File: config.mk
export PLATFORM = sky130hd
export DESIGN_NAME = irq_swprio_ctrl
export DESIGN_NICKNAME = d
export VERILOG_FILES = /design/src/rtl/irq_swprio_pkg.sv /design/src/rtl/irq_swprio_arb.sv /design/src/rtl/irq_swprio_lvl_stack.sv /design/src/rtl/irq_swprio_cfg.sv /design/src/rtl/irq_swprio_ctrl.sv
export SDC_FILE = /design/constraint.sdc
export NUM_CORES = 1
export LEC_CHECK = 0
export BUFFER_PORTS_ARGS = -buffer_cell sky130_fd_sc_hd__buf_2
export CAP_MARGIN = 0
export CORE_MARGIN = 4
export CORE_UTILIZATION = 50
export DETAILED_ROUTE_END_ITERATION = 8
export GPL_TIMING_DRIVEN = 0
export PLACE_DENSITY = 0.71
export SKIP_CTS_REPAIR_TIMING = 1
export SLEW_MARGIN = 20
export SYNTH_ARGS = -nofsm -noshare
export SYNTH_HDL_FRONTEND = slang
export SYNTH_HIERARCHICAL = 1
export SYNTH_SLANG_ARGS = --single-unit
File: constraint.sdc
create_clock -name clk_i -period 11.4 [get_ports clk_i]
set_input_delay 1.14 -clock clk_i [delete_from_list [all_inputs] [get_ports clk_i]]
set_output_delay 1.14 -clock clk_i [all_outputs]
set_load 0.01 [all_outputs]
File: src/rtl/irq_swprio_pkg.sv
package irq_swprio_pkg;
  typedef logic [1:0] lvl_t;
  typedef struct packed {
    logic nm;
    lvl_t lvl;
  } ctx_t;
  localparam lvl_t LVL_MAX  = 2'd3;
  localparam int   VEC_TRAP = 0;
  localparam int   VEC_TLI  = 1;
  localparam int   VEC_BASE = 2;
endpackage

File: src/rtl/irq_swprio_arb.sv
module irq_swprio_arb
  import irq_swprio_pkg::*;
#(
  parameter int N_VEC = 8,
  localparam int IW = $clog2(N_VEC)
) (
  input  logic [N_VEC-1:0]      pend_i,
  input  logic [N_VEC-1:0][1:0] prio_i,
  output logic                  any_o,
  output logic [IW-1:0]         idx_o,
  output lvl_t                  prio_o
);
  // downward scan with >= leaves the lowest index on ties
  always_comb begin
    any_o  = 1'b0;
    idx_o  = '0;
    prio_o = '0;
    for (int i = N_VEC - 1; i >= 0; i--) begin
      if (pend_i[i] && (!any_o || prio_i[i] >= prio_o)) begin
        any_o  = 1'b1;
        idx_o  = IW'(i);
        prio_o = prio_i[i];
      end
    end
  end
endmodule

File: src/rtl/irq_swprio_lvl_stack.sv
module irq_swprio_lvl_stack
  import irq_swprio_pkg::*;
#(
  parameter int DEPTH = 3,
  localparam int DW = $clog2(DEPTH + 1)
) (
  input  logic          clk_i,
  input  logic          rst_ni,
  input  logic          push_i,
  input  logic          pop_i,
  input  ctx_t          push_ctx_i,
  output ctx_t          top_o,
  output logic [DW-1:0] depth_o,
  output logic          full_o,
  output logic          empty_o
);
  ctx_t          mem_q [DEPTH];
  logic [DW-1:0] depth_q;

  assign full_o  = (depth_q == DW'(DEPTH));
  assign empty_o = (depth_q == '0);
  assign depth_o = depth_q;
  assign top_o   = empty_o ? '0 : mem_q[depth_q - 1'b1];

  always_ff @(posedge clk_i or negedge rst_ni) begin
    if (!rst_ni) begin
      depth_q <= '0;
      for (int i = 0; i < DEPTH; i++) mem_q[i] <= '0;
    end else if (push_i && !full_o) begin
      mem_q[depth_q] <= push_ctx_i;
      depth_q        <= depth_q + 1'b1;
    end else if (pop_i && !empty_o) begin
      depth_q <= depth_q - 1'b1;
    end
  end
endmodule

File: src/rtl/irq_swprio_cfg.sv
module irq_swprio_cfg
  import irq_swprio_pkg::*;
#(
  parameter int N_VEC = 8,
  localparam int AW = $clog2(N_VEC + 2)
) (
  input  logic                  clk_i,
  input  logic                  rst_ni,
  input  logic                  we_i,
  input  logic [AW-1:0]         addr_i,
  input  lvl_t                  wdata_i,
  input  lvl_t                  cur_lvl_i,
  output lvl_t                  rdata_o,
  output logic [N_VEC-1:0][1:0] prio_o,
  output logic                  mode_o,
  output logic                  lvl_we_o
);
  logic [N_VEC-1:0][1:0] prio_q;
  logic                  mode_q;

  assign prio_o   = prio_q;
  assign mode_o   = mode_q;
  assign lvl_we_o = we_i && (addr_i == AW'(N_VEC + 1));

  always_ff @(posedge clk_i or negedge rst_ni) begin
    if (!rst_ni) begin
      for (int i = 0; i < N_VEC; i++) prio_q[i] <= LVL_MAX;
      mode_q <= 1'b0;
    end else if (we_i) begin
      for (int i = 0; i < N_VEC; i++)
        if (addr_i == AW'(i)) prio_q[i] <= wdata_i;
      if (addr_i == AW'(N_VEC)) mode_q <= wdata_i[0];
    end
  end

  always_comb begin
    rdata_o = '0;
    for (int i = 0; i < N_VEC; i++)
      if (addr_i == AW'(i)) rdata_o = prio_q[i];
    if (addr_i == AW'(N_VEC))     rdata_o = {1'b0, mode_q};
    if (addr_i == AW'(N_VEC + 1)) rdata_o = cur_lvl_i;
  end
endmodule

File: src/rtl/irq_swprio_ctrl.sv
module irq_swprio_ctrl
  import irq_swprio_pkg::*;
#(
  parameter int N_VEC      = 8,
  parameter int SAVE_DEPTH = 3,
  localparam int AW = $clog2(N_VEC + 2),
  localparam int VW = AW,
  localparam int IW = $clog2(N_VEC),
  localparam int DW = $clog2(SAVE_DEPTH + 1)
) (
  input  logic             clk_i,
  input  logic             rst_ni,
  input  logic [N_VEC-1:0] irq_req_i,
  input  logic [N_VEC-1:0] irq_en_i,
  input  logic             tli_i,
  input  logic             trap_i,
  input  logic             ret_i,
  input  logic             cfg_we_i,
  input  logic [AW-1:0]    cfg_addr_i,
  input  logic [1:0]       cfg_wdata_i,
  output logic [1:0]       cfg_rdata_o,
  output logic             take_o,
  output logic [VW-1:0]    vec_o,
  output logic [1:0]       lvl_o
);
  logic [N_VEC-1:0][1:0] prio;
  logic                  mode_q, lvl_we;
  logic                  m_any;
  logic [IW-1:0]         m_idx;
  lvl_t                  m_prio;
  lvl_t                  cur_lvl_q;
  logic                  cur_nm_q;
  ctx_t                  top_ctx;
  lvl_t                  top_lvl;
  logic [DW-1:0]         depth;
  logic                  full, empty;
  logic                  nm_req, can_take, nm_take, m_take, take, pop;
  logic [VW-1:0]         new_vec;
  lvl_t                  new_lvl;
  logic                  take_q;
  logic [VW-1:0]         vec_q;

  irq_swprio_cfg #(.N_VEC(N_VEC)) u_cfg (
    .clk_i     (clk_i),
    .rst_ni    (rst_ni),
    .we_i      (cfg_we_i),
    .addr_i    (cfg_addr_i),
    .wdata_i   (cfg_wdata_i),
    .cur_lvl_i (cur_lvl_q),
    .rdata_o   (cfg_rdata_o),
    .prio_o    (prio),
    .mode_o    (mode_q),
    .lvl_we_o  (lvl_we)
  );

  irq_swprio_arb #(.N_VEC(N_VEC)) u_arb (
    .pend_i (irq_req_i & irq_en_i),
    .prio_i (prio),
    .any_o  (m_any),
    .idx_o  (m_idx),
    .prio_o (m_prio)
  );

  irq_swprio_lvl_stack #(.DEPTH(SAVE_DEPTH)) u_stack (
    .clk_i      (clk_i),
    .rst_ni     (rst_ni),
    .push_i     (take),
    .pop_i      (pop),
    .push_ctx_i ('{nm: cur_nm_q, lvl: cur_lvl_q}),
    .top_o      (top_ctx),
    .depth_o    (depth),
    .full_o     (full),
    .empty_o    (empty)
  );

  assign top_lvl  = top_ctx.lvl;
  assign nm_req   = trap_i || tli_i;
  assign can_take = !ret_i && !full && !cur_nm_q;
  assign nm_take  = nm_req && can_take;
  // concurrent mode: maskable only from base context
  assign m_take   = !nm_req && m_any && can_take && (m_prio > cur_lvl_q)
                    && !(mode_q && !empty);
  assign take     = nm_take || m_take;
  assign pop      = ret_i && !empty;

  always_comb begin
    if (trap_i)     new_vec = VW'(VEC_TRAP);
    else if (tli_i) new_vec = VW'(VEC_TLI);
    else            new_vec = VW'(m_idx) + VW'(VEC_BASE);
    new_lvl = nm_take ? LVL_MAX : m_prio;
  end

  always_ff @(posedge clk_i or negedge rst_ni) begin
    if (!rst_ni) begin
      cur_lvl_q <= LVL_MAX;
      cur_nm_q  <= 1'b0;
      take_q    <= 1'b0;
      vec_q     <= '0;
    end else begin
      take_q <= take;
      if (take) begin
        vec_q     <= new_vec;
        cur_lvl_q <= new_lvl;
        cur_nm_q  <= nm_take;
      end else if (pop) begin
        cur_lvl_q <= top_ctx.lvl;
        cur_nm_q  <= top_ctx.nm;
      end else if (lvl_we) begin
        cur_lvl_q <= cfg_wdata_i;
      end
    end
  end

  assign take_o = take_q;
  assign vec_o  = vec_q;
  assign lvl_o  = cur_lvl_q;
endmodule

==> metrics <==
DR vias=2224; Final Hold Vio Count=0; CP dominant cell by count=ha_1; count of distinct cell types in the synthesized netlist=69; drt drc=0; core area=5470 um2; final instance area=roughly 3300 um2; Synth Area in Compound Gates=14.8%; Post-synth ARST share=100%; Synth Warn #=6; Buffers on Ports=36; Row Count=27; worst path bufs/invs=4; Tot Pwr=about 630 uW; routed vias/inst=5.56; dpl cells=382; crit-path max cell delay=between 0.3 and 0.4 ns; Longest Clk Path Bufs=2; Fin Hold WS=~0.5 ns; CTS tree=yes; Final GP Congestion=0.784; largest net degree at the start of global routing=37; antenna violations before repair=0; Power Dens Cells=about 190 nW/um2; initial drt markers=68; Setup Skew=0.0125 ns; n_diodes=0; largest cells by area after synthesis=dfstp_2 17%, dfrtp_1 16%, mux2_2 11%; Slew headroom=47.1%; GR Overflow Total=0; first-pass GRT wire length=10400 um; top_reg_cell synth=dfstp_2; area leader, netlist=dfstp_2; Ports=37; Req. time, crit path=11.57 ns; gr usage total=18.4%; CP max-delay cell=or3b_4; simple-gate portion of the synthesized area=21.0%; post-layout min period=about 11 ns; crit-path max FO=7; clk root buf=clkbuf_8; leakage=between 1 and 1.5 nW; CTS H-tree lvls=2; mean post-synth cell area=10.3 um2; CTS Sinks=36; drt total wl=roughly 6200 um; P&R area growth vs syn=18.4%; Die W=83.0 um; Slew Limit Fails=0; Die H=83.0 um; Peak Freq=0.0914 GHz; DP HPWL=4680 um; fin crit share=95.9%; Num CTS Buffers=5; peak supply drop=0.0932 mV; Slew @ Worst Pin=just under 0.8 ns; outcome=completed; Worst Slack Setup Final=0.464 ns; Hold WC Path Type=reg -> reg; DRT Pass-1 Iters=4; main combinational cell family by area after synthesis=simple AND/OR/NAND/NOR gates; Worst Setup Path Type=in -> reg; worst slack, placed=-0.643 ns; Setup violations, final=0; DR WL/cell=15.5 um; max-cap viol count=0; Finished Layout Cells=400; Syn Std Cell Area=2810 um2; post-route ant nets=0; clock-pin slew on the worst setup and hold paths=0.07 ns; xor-xnor portion of the synthesized cell area=0.311%; number of global-route vias before repair=2269; die area=between 6000 and 7000 um2; DP Area=3080 um2; register area share after synthesis=around a third; WP data arrival=11.11 ns; Startpoint Class=primary input; Syn Nets=between 300 and 400; area share of the largest cell type after synthesis=about 17%; worst skew pair latency=0.29 ns; nets=376; Final TNS setup=0 ns; share of cells above drive strength 1=45.4%; Cells after Synth=274; Initial Util=51.4%; delay-heaviest family, CP=compound AO/OA/AOI/OAI gates; EDFF count, synth=0; post-synthesis adder-cell area fraction=9.34%; mux share of post-synthesis cell area=18.5%; Crit. End Element=register; Core Util, Final=just over 60%; Seq cells post-synth=36
[path summary, 6_finish.rpt]
| kind | start | endpoint | slack, ns | cells past startpoint |
|---|---|---|---|---|
| worst max-delay path | irq_req_i[7] | u_stack/mem_q[7] | 0.46 | 52 |
| worst min-delay path | vec_o[0] | vec_o[0] | 0.49 | 1 |
| worst max register to register | u_cfg/prio_o[14] | u_stack/mem_q[7] | 1.12 | 50 |
| worst min register to register | vec_o[0] | vec_o[0] | 0.49 | 1 |
| max in group asynchronous | rst_ni | u_stack/mem_q[6] | 9.96 | 1 |
| min in group asynchronous | rst_ni | u_stack/mem_q[1] | 0.93 | 1 |
[metal layers]
layer / routed length (um) / vias to the layer above / GRT usage (%)
met1: 2860 / 1078 / 22.8
met4: 114 / 0 / 5.79
li1: - / 1094 / -
met2: 3030 / 40 / 31.9
met5: 0 / - / 0
met3: 211 / 12 / 3.87
[synthesized netlist by cell type (2+ instances only)]
cell      instances
dfrtp_1          18
nor2_1           15
a211oi_1          5
mux2_1            6
o21a_1            2
mux2i_1           5
and3_2            2
nand2b_1          6
inv_1            19
o221ai_1          2
a22oi_1           3
and3_4            2
nand2_1          22
nand3_1           7
and2_4            3
a21boi_0          2
o21ai_2           3
a21oi_1           8
nand2b_4          2
o21ai_0           7
ha_1             21
a221oi_1          3
or2_1             2
mux2_4            5
or3b_1            2
dfstp_2          18
and2_1           11
mux2_2           27
nor2b_1           6
[cells in the final DEF (no fill, tap or decap), types with 4 or more instances in the layout]
| cell | n |
|---|---|
| nand2_1 | 18 |
| nand2_2 | 4 |
| and2_1 | 10 |
| nand2b_1 | 6 |
| clkbuf_8 | 6 |
| dfrtp_1 | 18 |
| inv_1 | 19 |
| dfstp_2 | 18 |
| nand3_1 | 7 |
| mux2_4 | 6 |
| nor2b_1 | 6 |
| o21ai_0 | 5 |
| buf_2 | 37 |
| a21oi_1 | 7 |
| nor2_1 | 15 |
| buf_4 | 10 |
| mux2_2 | 26 |
| and2_4 | 5 |
| mux2_1 | 6 |
| ha_1 | 21 |
| a211oi_1 | 5 |
| mux2i_1 | 5 |
[state kept, by name, summed over array words and instances (netlist names)]
register	count
u_stack/depth_o	2
lvl_o	2
u_stack/mem_q	9
take_o	1
cur_nm_q	1
u_cfg/mode_o	1
vec_o	4
u_cfg/prio_o	16
[cell families after synthesis]
group,after synthesis
DFF,36
xor gates and xnor gates,1
muxes,44
AOI/OAI and AO/OA,54
and+or+nand+nor,96
buffers and inverters,22
adders and majority gates,21
[power breakdown]
part / total [mW] / leakage [nW] / internal, mW / switching (mW)
combinational: 0.314 / 1.03 / 0.161 / 0.153
sequential: 0.225 / 0.413 / 0.185 / 0.0397
clock: 0.0944 / 0.0455 / 0.0493 / 0.0451
total: 0.634 / 1.49 / 0.396 / 0.238
[area by class of cell]
cell class / count / area (um2)
Sequential cell: 36 / 923
Inverter: 20 / 75.1
Buffer: 2 / 16.3
Multi-Input combinational cell: 216 / 1880
Fill cell: 485 / 2140
Clock buffer: 8 / 90.1
Tap cell: 72 / 90.1
Timing Repair Buffer: 46 / 255
Note: power is estimated with default switching activity, not from simulation.
